File: config.mk
export PLATFORM = sky130hd
export DESIGN_NAME = dual_mod_prescaler
export DESIGN_NICKNAME = d
export VERILOG_FILES = /design/src/rtl/dmp_pkg.sv /design/src/rtl/dmp_core45.sv /design/src/rtl/dmp_ext_chain.sv /design/src/rtl/dual_mod_prescaler.sv
export SDC_FILE = /design/constraint.sdc
export NUM_CORES = 1
export LEC_CHECK = 0
export ABC_AREA = 1
export BUFFER_PORTS_ARGS = -buffer_cell sky130_fd_sc_hd__buf_2
export CAP_MARGIN = 20
export CORE_MARGIN = 3
export CORE_UTILIZATION = 40
export CTS_CLUSTER_DIAMETER = 200
export DETAILED_ROUTE_END_ITERATION = 6
export HOLD_SLACK_MARGIN = 0.08
export PLACE_DENSITY = 0.56
export SLEW_MARGIN = 20
export SYNTH_ARGS = -nofsm -noshare
export SYNTH_HDL_FRONTEND = slang
export SYNTH_SLANG_ARGS = --single-unit
export TNS_END_PERCENT = 5
File: constraint.sdc
create_clock -name clk -period 3.1 [get_ports clk]
set_input_delay 0.465 -clock clk [delete_from_list [all_inputs] [get_ports clk]]
set_output_delay 0.465 -clock clk [all_outputs]
set_load 0.01 [all_outputs]
File: src/rtl/dmp_pkg.sv
package dmp_pkg;
   typedef enum logic [1:0] {
      PS_DIV8  = 2'd0,
      PS_DIV16 = 2'd1,
      PS_DIV32 = 2'd2,
      PS_DIV64 = 2'd3
   } ps_sel_e;

   localparam int CORE_W    = 3;
   localparam int CORE_BASE = 4;

   function automatic int base_ratio(input int code);
      return CORE_BASE << (code + 1);
   endfunction
endpackage

File: src/rtl/dmp_core45.sv
module dmp_core45 #(
   parameter int CW = 3
) (
   input  logic          clk,
   input  logic          rst,
   input  logic          add_one,
   output logic          wrap,
   output logic [CW-1:0] cnt
);
   localparam logic [CW-1:0] LAST4 = CW'(3);
   localparam logic [CW-1:0] LAST5 = CW'(4);

   initial begin
      if (CW < 3) $error("core counter needs at least 3 bits");
   end

   assign wrap = (cnt == LAST5) || ((cnt == LAST4) && !add_one);

   always_ff @(posedge clk) begin
      if (rst)       cnt <= '0;
      else if (wrap) cnt <= '0;
      else           cnt <= cnt + CW'(1);
   end
endmodule

File: src/rtl/dmp_ext_chain.sv
module dmp_ext_chain #(
   parameter int SW = 2,
   parameter int N  = 4
) (
   input  logic          clk,
   input  logic          rst,
   input  logic          adv,
   input  logic          clr,
   input  logic [SW-1:0] sel,
   output logic          last
);
   localparam int IW = $clog2(N + 1);

   logic [N-1:0] q;
   logic [N:0]   ones;
   logic [IW-1:0] k_idx;

   initial begin
      if (N < (1 << SW)) $error("extension chain shorter than select range");
   end

   assign ones[0] = 1'b1;

   for (genvar i = 0; i < N; i++) begin : g_stage
      assign ones[i+1] = ones[i] & q[i];
      always_ff @(posedge clk) begin
         if (rst || clr)          q[i] <= 1'b0;
         else if (adv && ones[i]) q[i] <= ~q[i];
      end
   end

   assign k_idx = IW'(sel) + IW'(1);
   assign last  = ones[k_idx];
endmodule

File: src/rtl/dual_mod_prescaler.sv
module dual_mod_prescaler #(
   parameter int SEL_W = 2
) (
   input  logic             clk,
   input  logic             rst,
   input  logic [SEL_W-1:0] ratio_sel,
   input  logic             swallow,
   output logic             tick
);
   import dmp_pkg::*;

   localparam int EXT_N = 1 << SEL_W;

   initial begin
      if (SEL_W < 1 || SEL_W > 3) $error("SEL_W out of supported range");
   end

   logic [SEL_W-1:0]  sel_q;
   logic              armed;
   logic              tick_q;
   logic              ext_last;
   logic              core_wrap;
   logic              add_one;
   logic              period_end;
   logic [CORE_W-1:0] core_cnt;

   assign add_one    = ext_last && swallow && armed;
   assign period_end = ext_last && core_wrap;

   dmp_core45 #(.CW(CORE_W)) u_core (
      .clk     (clk),
      .rst     (rst),
      .add_one (add_one),
      .wrap    (core_wrap),
      .cnt     (core_cnt)
   );

   dmp_ext_chain #(.SW(SEL_W), .N(EXT_N)) u_ext (
      .clk  (clk),
      .rst  (rst),
      .adv  (core_wrap),
      .clr  (period_end),
      .sel  (sel_q),
      .last (ext_last)
   );

   always_ff @(posedge clk) begin
      if (rst) begin
         sel_q  <= ratio_sel;
         armed  <= 1'b0;
         tick_q <= 1'b0;
      end else begin
         tick_q <= period_end;
         if (period_end) begin
            sel_q <= ratio_sel;
            armed <= 1'b1;
         end
      end
   end

   assign tick = tick_q;
endmodule

# Word-level counts from Yosys, hierarchy flattened
# Cells that the tools add are included.
[totals]
register_bits = 11
inputBits = 5
out_inout_bits = 1
elab_cells = 36
[classes]
add_sub_neg = 2
n_lt_le_gt_ge = 1
eq_ne = 2
n_mux = 4
bitwise = 7
reduce_logical = 12
[ops]
columns = ["cell", "count"]
rows = [
  ["logical AND 1 bit", 7],
  ["< comparator 3 x 4 -> 1 bit (second input constant)", 1],
  ["two-way mux 2 bit", 2],
  ["NOT 1 bit", 4],
  ["adder 2 x 1 -> 3 bit (second input constant)", 1],
  ["adder 3 x 1 -> 3 bit (second input constant)", 1],
  ["AND 1 bit", 3],
  ["binary-select mux 1 bit (select 3 bit)", 1],
  ["== test 3 x 2 -> 1 bit (second input constant)", 1],
  ["== test 3 bit (second input constant)", 1],
  ["logical OR 1 bit", 2],
  ["nonzero test 2 bit", 1],
  ["OR reduction 2 bit", 1],
  ["zero test 1 bit", 1],
  ["two-way mux 1 bit", 1],
]

# Depth between registers and ports, before layout
[logic_depth]
word_depth = 13
ltp_mapped = 10
mapped_depth_nobuf = 10

# Cells and area by module
# Synthesis repeated with hierarchy kept, for this count alone.
[unflattened]
cells_unflattened = 73
hier_area_um2 = 535.5
[by_module_without_submodules]
columns = ["mod", "n_inst", "cells_per_inst", "area_each_um2", "seq_area_each_um2"]
rows = [
  ["dmp_ext_chain", 1, 39, 235.2, 80.1],
  ["dmp_core45", 1, 19, 157.7, 60.1],
  ["dual_mod_prescaler", 1, 15, 142.6, 100.1],
]

# Least setup slack after synthesis
# OpenSTA, ideal clock, no wires.
[synth_path]
path_kind = "register to register"
from = "register sel_q[0]"
to = "register sel_q[0] (enable)"
setup_ns = 0.294
arrival_time_ns = 1.255
t_required_ns = 2.806
slack_ns = 1.551
path_stages_with_launch = 9
n_path_buf = 0
period_less_slack_ns = 1.549
path_cell_list = "edfxtp_1 > ha_1 > nor2_1 > o21ai_0 > nand4_1 > nand2_2 > nand2_4 > nand2_4 > nand2_4"
[synth_via]
elab_chain_len = 10
[synth_lines]
columns = ["item", "line_no", "rtl"]
rows = [
  ["from (decl)", "dual_mod_prescaler.sv:18", "logic [SEL_W-1:0] sel_q;"],
  ["from (signal assigned)", "dual_mod_prescaler.sv:49", "sel_q <= ratio_sel;"],
  ["from (signal assigned)", "dual_mod_prescaler.sv:55", "sel_q <= ratio_sel;"],
  ["adder 2 x 1 -> 3 bit (*)", "dmp_ext_chain.sv:32", "assign k_idx = IW'(sel) + IW'(1);"],
  ["binary-select mux 1 bit (select 3 bit) (*)", "dmp_ext_chain.sv:33", "assign last = ones[k_idx];"],
  ["two-way mux 1 bit (not written as such) (*)", "dmp_ext_chain.sv:33", ""],
  ["logical AND 1 bit (2 in a row)", "dual_mod_prescaler.sv:27", "assign add_one = ext_last && swallow && armed;"],
  ["zero test 1 bit", "dmp_core45.sv:17", "assign wrap = (cnt == LAST5) || ((cnt == LAST4) && !add_one);"],
  ["logical AND 1 bit", "dmp_core45.sv:17", ""],
  ["logical OR 1 bit", "dmp_core45.sv:17", ""],
  ["logical AND 1 bit (*)", "dual_mod_prescaler.sv:28", "assign period_end = ext_last && core_wrap;"],
  ["nonzero test 2 bit (no source line) (*)", "--", ""],
]
# Every way passes the cells marked *; elsewhere a longest branch is shown, timed or not. The select of a mux whose other input is x is not followed.
# A chain may end at the register's enable or synchronous reset.

# Worst setup path in the final report
# Ends and elaborated chain as after synthesis.

==> results.py <==
metrics = {
    "global_routing": {
        "grt_start_max_net_pins": 11,
        "grt_pass1_wl_um": 1580,
        "first_global_vias": 361,
        "antenna_found_initial": 0,
        "groute.usage.overall_pct": 11.8,
        "grt-ovfl-total": 0,
    },
    "cells_and_area": {
        "seq_area_um2": 240,
        "layout-drive-gt1-share_pct": 21.4,
        "fill_cells": 120,
        "final_net_count": 80,
        "diodes": 0,
        "fin_util_pct": 50.6,
        "multi_input_area_um2": 250,
        "area_growth_syn_to_layout_pct": 13.1,
    },
    "logic_synthesis": {
        "ys.flop_type": "sky130_fd_sc_hd__dfxtp_1",
        "synth_enable_flop_cells": 2,
        "seq_area_frac_synth_pct": 45.8,
        "synth-seq-cells": 11,
        "post_synth_num_cell_types": 17,
        "synth_async_sr_flop_share_pct": 0,
        "synth_largest_type_area_fraction_pct": 34.4,
        "synth_nets": 70,
        "synthesis.area_um2": 524,
        "synth_area_leaders": "sky130_fd_sc_hd__dfxtp_1 (34%), sky130_fd_sc_hd__edfxtp_1 (11%), sky130_fd_sc_hd__ha_1 (9.5%), sky130_fd_sc_hd__nand2_1 (7.2%), sky130_fd_sc_hd__inv_1 (6.4%)",
        "netlist_instances": 61,
        "most_common_cell_in_the_synthesized_netlist": "sky130_fd_sc_hd__nand2_1",
        "yosysWarningCount": 0,
        "leading_area_contributor_after_synthesis": "sky130_fd_sc_hd__dfxtp_1",
        "syn-mean-instance-area_um2": 8.59,
        "synth.cells.most_frequent": "sky130_fd_sc_hd__nand2_1 (10), sky130_fd_sc_hd__dfxtp_1 (9), sky130_fd_sc_hd__inv_1 (9), sky130_fd_sc_hd__nor2_1 (7), sky130_fd_sc_hd__ha_1 (4)",
    },
    "clock_network": {
        "cts_num_sinks": 11,
        "clkLatencyLatePin_ns": 0.27,
        "clkSlewWorstSetupHoldPaths_ns": 0.07,
        "tritoncts_clock_tree": "built",
        "cts.htree.levels": 1,
        "number_of_buffers_added_to_fix_hold_violations_after_cts": 0,
        "cts_buffer_count": 3,
        "cts_repair_resize_count": 0,
        "post_cts_buffers": 0,
        "cts_root_buffer_type": "sky130_fd_sc_hd__clkbuf_4",
        "ctsLongestPathBuffers": 2,
    },
    "setup_path": {
        "timing.critical_path.max_delay_family": "simple AND/OR/NAND/NOR gates",
        "path_buf_inv": 0,
        "r2r.worst_path.cells": 8,
        "critPathArrivalTime_ns": 1.68,
        "worst_path_most_repeated_cell": "sky130_fd_sc_hd__nand2_4",
        "cp_data_required_time_ns": 3.13,
        "cpPeakStageDelay_ns": 0.39,
        "critical_path.reg2reg.startpoint": "sel_q[0]",
        "critical_path.max_fanout": 10,
        "critical_path_cell_count": 8,
        "crit_path_top_delay_cell": "sky130_fd_sc_hd__edfxtp_1",
        "critical_path.startpoint_type": "flip-flop",
        "r2r_slack_ns": 1.45,
        "worst-setup-path-type": "flip-flop to flip-flop",
        "critical_path_endpoint_category": "flip-flop",
        "cp-endpoint": "sel_q[0]",
        "worstReg2RegEnd": "sel_q[0]",
        "cells_traversed_along_the_worst_timing_path": "ha_1 -> nor2_1 -> o21ai_0 -> nand4_1 -> nand2_2 -> nand2_4 -> nand2_4 -> nand2_4",
        "worst_setup_path_startpoint": "sel_q[0]",
    },
    "timing": {
        "fin_crit_sh_pct": 53.3,
        "slew-limit-headroom_pct": 85.4,
        "drv_slew": 0,
        "final.min_clock_period_ns": 1.65,
        "post_route_setup_tns_ns": 0,
        "clock_skew_ns": 0.000537,
        "worst-slew-pin-transition_ns": 0.219,
        "clock.fmax_mhz": 605,
        "unrepaired_setup_endpoints_after_global_routing": "no",
        "final-setup-viol-count": 0,
        "final_hold_viol_count": 0,
    },
    "power_and_ir_drop": {
        "power.switching_fraction_pct": 27.0,
        "powerDensity_nw_per_um2": 535,
        "vdd_drop_max_mv": 0.303,
        "proportion_of_power_drawn_by_the_clock_network_pct": 30.3,
        "internal-power_mw": 0.232,
        "sequentialPowerShare_pct": 53.1,
        "power.static_leakage_nw": 0.271,
        "power.net_switching_mw": 0.0856,
        "comb_power_share_pct": 16.7,
    },
    "floorplan": {
        "boundaryPins": 6,
        "dieHeight_um": 42.2,
        "core_um2": 1170,
        "die_width_um": 42.2,
        "die_area_um2": 1780,
        "floorplan.rows": 12,
        "initial_core_util_pct": 44.8,
    },
    "drt": {
        "num_vias": 384,
        "drt_antenna_net_count": 0,
        "total_length_of_routed_wires_um": 829,
        "dr_pass1_iterations": 2,
        "drt_first_iter_violations": 2,
        "viasPerCell": 4.57,
        "route.detailed.drc": 0,
        "avgRoutedWirePerCell_um": 9.87,
    },
    "placed_design": {
        "port_buffers": 5,
        "dpl.hpwl_um": 686,
        "place_congestion": 0.760,
    },
    "run": {
        "max_capacitance_violation_count": 0,
    },
    "min_path": {
        "timing.hold.worst.class": "input port to flip-flop",
    },
    "outcome": {
        "outcome": "finished, final reports clean",
    },
}
-- worst min-delay path by stage --
stage | slack, ns | endpoint | start | cells past startpoint
after floorplan | 0.43 | u_core.cnt[0] | u_core.cnt[0] | 1
after global routing | 0.37 | sel_q[1] | ratio_sel[1] | 1
after global placement | 0.46 | armed | armed | 2
after detailed placement | 0.45 | armed | armed | 2
final | 0.37 | sel_q[0] | ratio_sel[0] | 1
after CTS | 0.37 | sel_q[0] | ratio_sel[0] | 1
-- cells by family after synthesis --
| logic type | count (synthesis) | share of synthesized area, % |
|---|---|---|
| simple gates | 31 | 31.0 |
| buf+inv | 9 | 6.44 |
| xor+xnor | 1 | 1.67 |
| fa+ha+maj | 4 | 9.55 |
| flops | 11 | 45.8 |
| compound gates | 5 | 5.49 |
-- sequential cells by signal (all words and copies together), names as in the netlist --
| signal | flops |
|---|---|
| u_core.cnt | 3 |
| u_ext.q | 3 |
| sel_q | 2 |
| armed | 1 |
| tick | 1 |
| u_ext.ones | 1 |
-- power groups by stage --
stage,Clock [mW],Sequential (mW),Combinational (mW)
final,0.0960,0.168,0.0529
after global routing,0.105,0.171,0.0636
after CTS,0.101,0.168,0.0546
after detailed placement,0,0.172,0.0542
after global placement,0,0.171,0.0553
after floorplan,0,0.170,0.0426
-- cells in the final DEF, fill, tap and decap left out, drive strengths merged --
cell type / n
o21ai: 2
inv: 9
nor3: 2
ha: 4
nor2: 7
nor3b: 1
buf: 5
dfxtp: 9
a21oi: 3
clkbuf: 4
xnor2: 1
nand3: 3
and3: 1
nand2: 15
nand4: 2
edfxtp: 2
-- metal layers --
metal	wire, µm	part of all wire (%)	vias up	GRT usage [%]
li1	-	-	213	-
met1	423	51	166	16.4
met2	361	44	3	16.1
met3	28	3.4	2	3.86
met4	15	1.8	0	5.59
met5	0	0	-	0
-- area by class of cell --
class / instances / area share (%)
well taps: 14 / 2.95
multi-input cells: 41 / 42.2
clock buffers: 4 / 4.43
inverters: 9 / 5.70
repair buffers: 5 / 4.22
flip-flops and latches: 11 / 40.5
-- through the flow --
step	instance area, µm²	total power, mW	hold slack, ns	setup WS, ns	cells
3_3_place_gp	567	0.227	0.458	1.47	80
6_report	593	0.317	0.373	1.45	84
2_1_floorplan	524	0.212	0.427	1.55	61
4_1_cts	593	0.324	0.366	1.43	84
5_1_grt	593	0.340	0.374	1.26	84
3_5_place_dp	567	0.226	0.454	1.44	80
No activity file was read; power rests on OpenSTA's default activity.
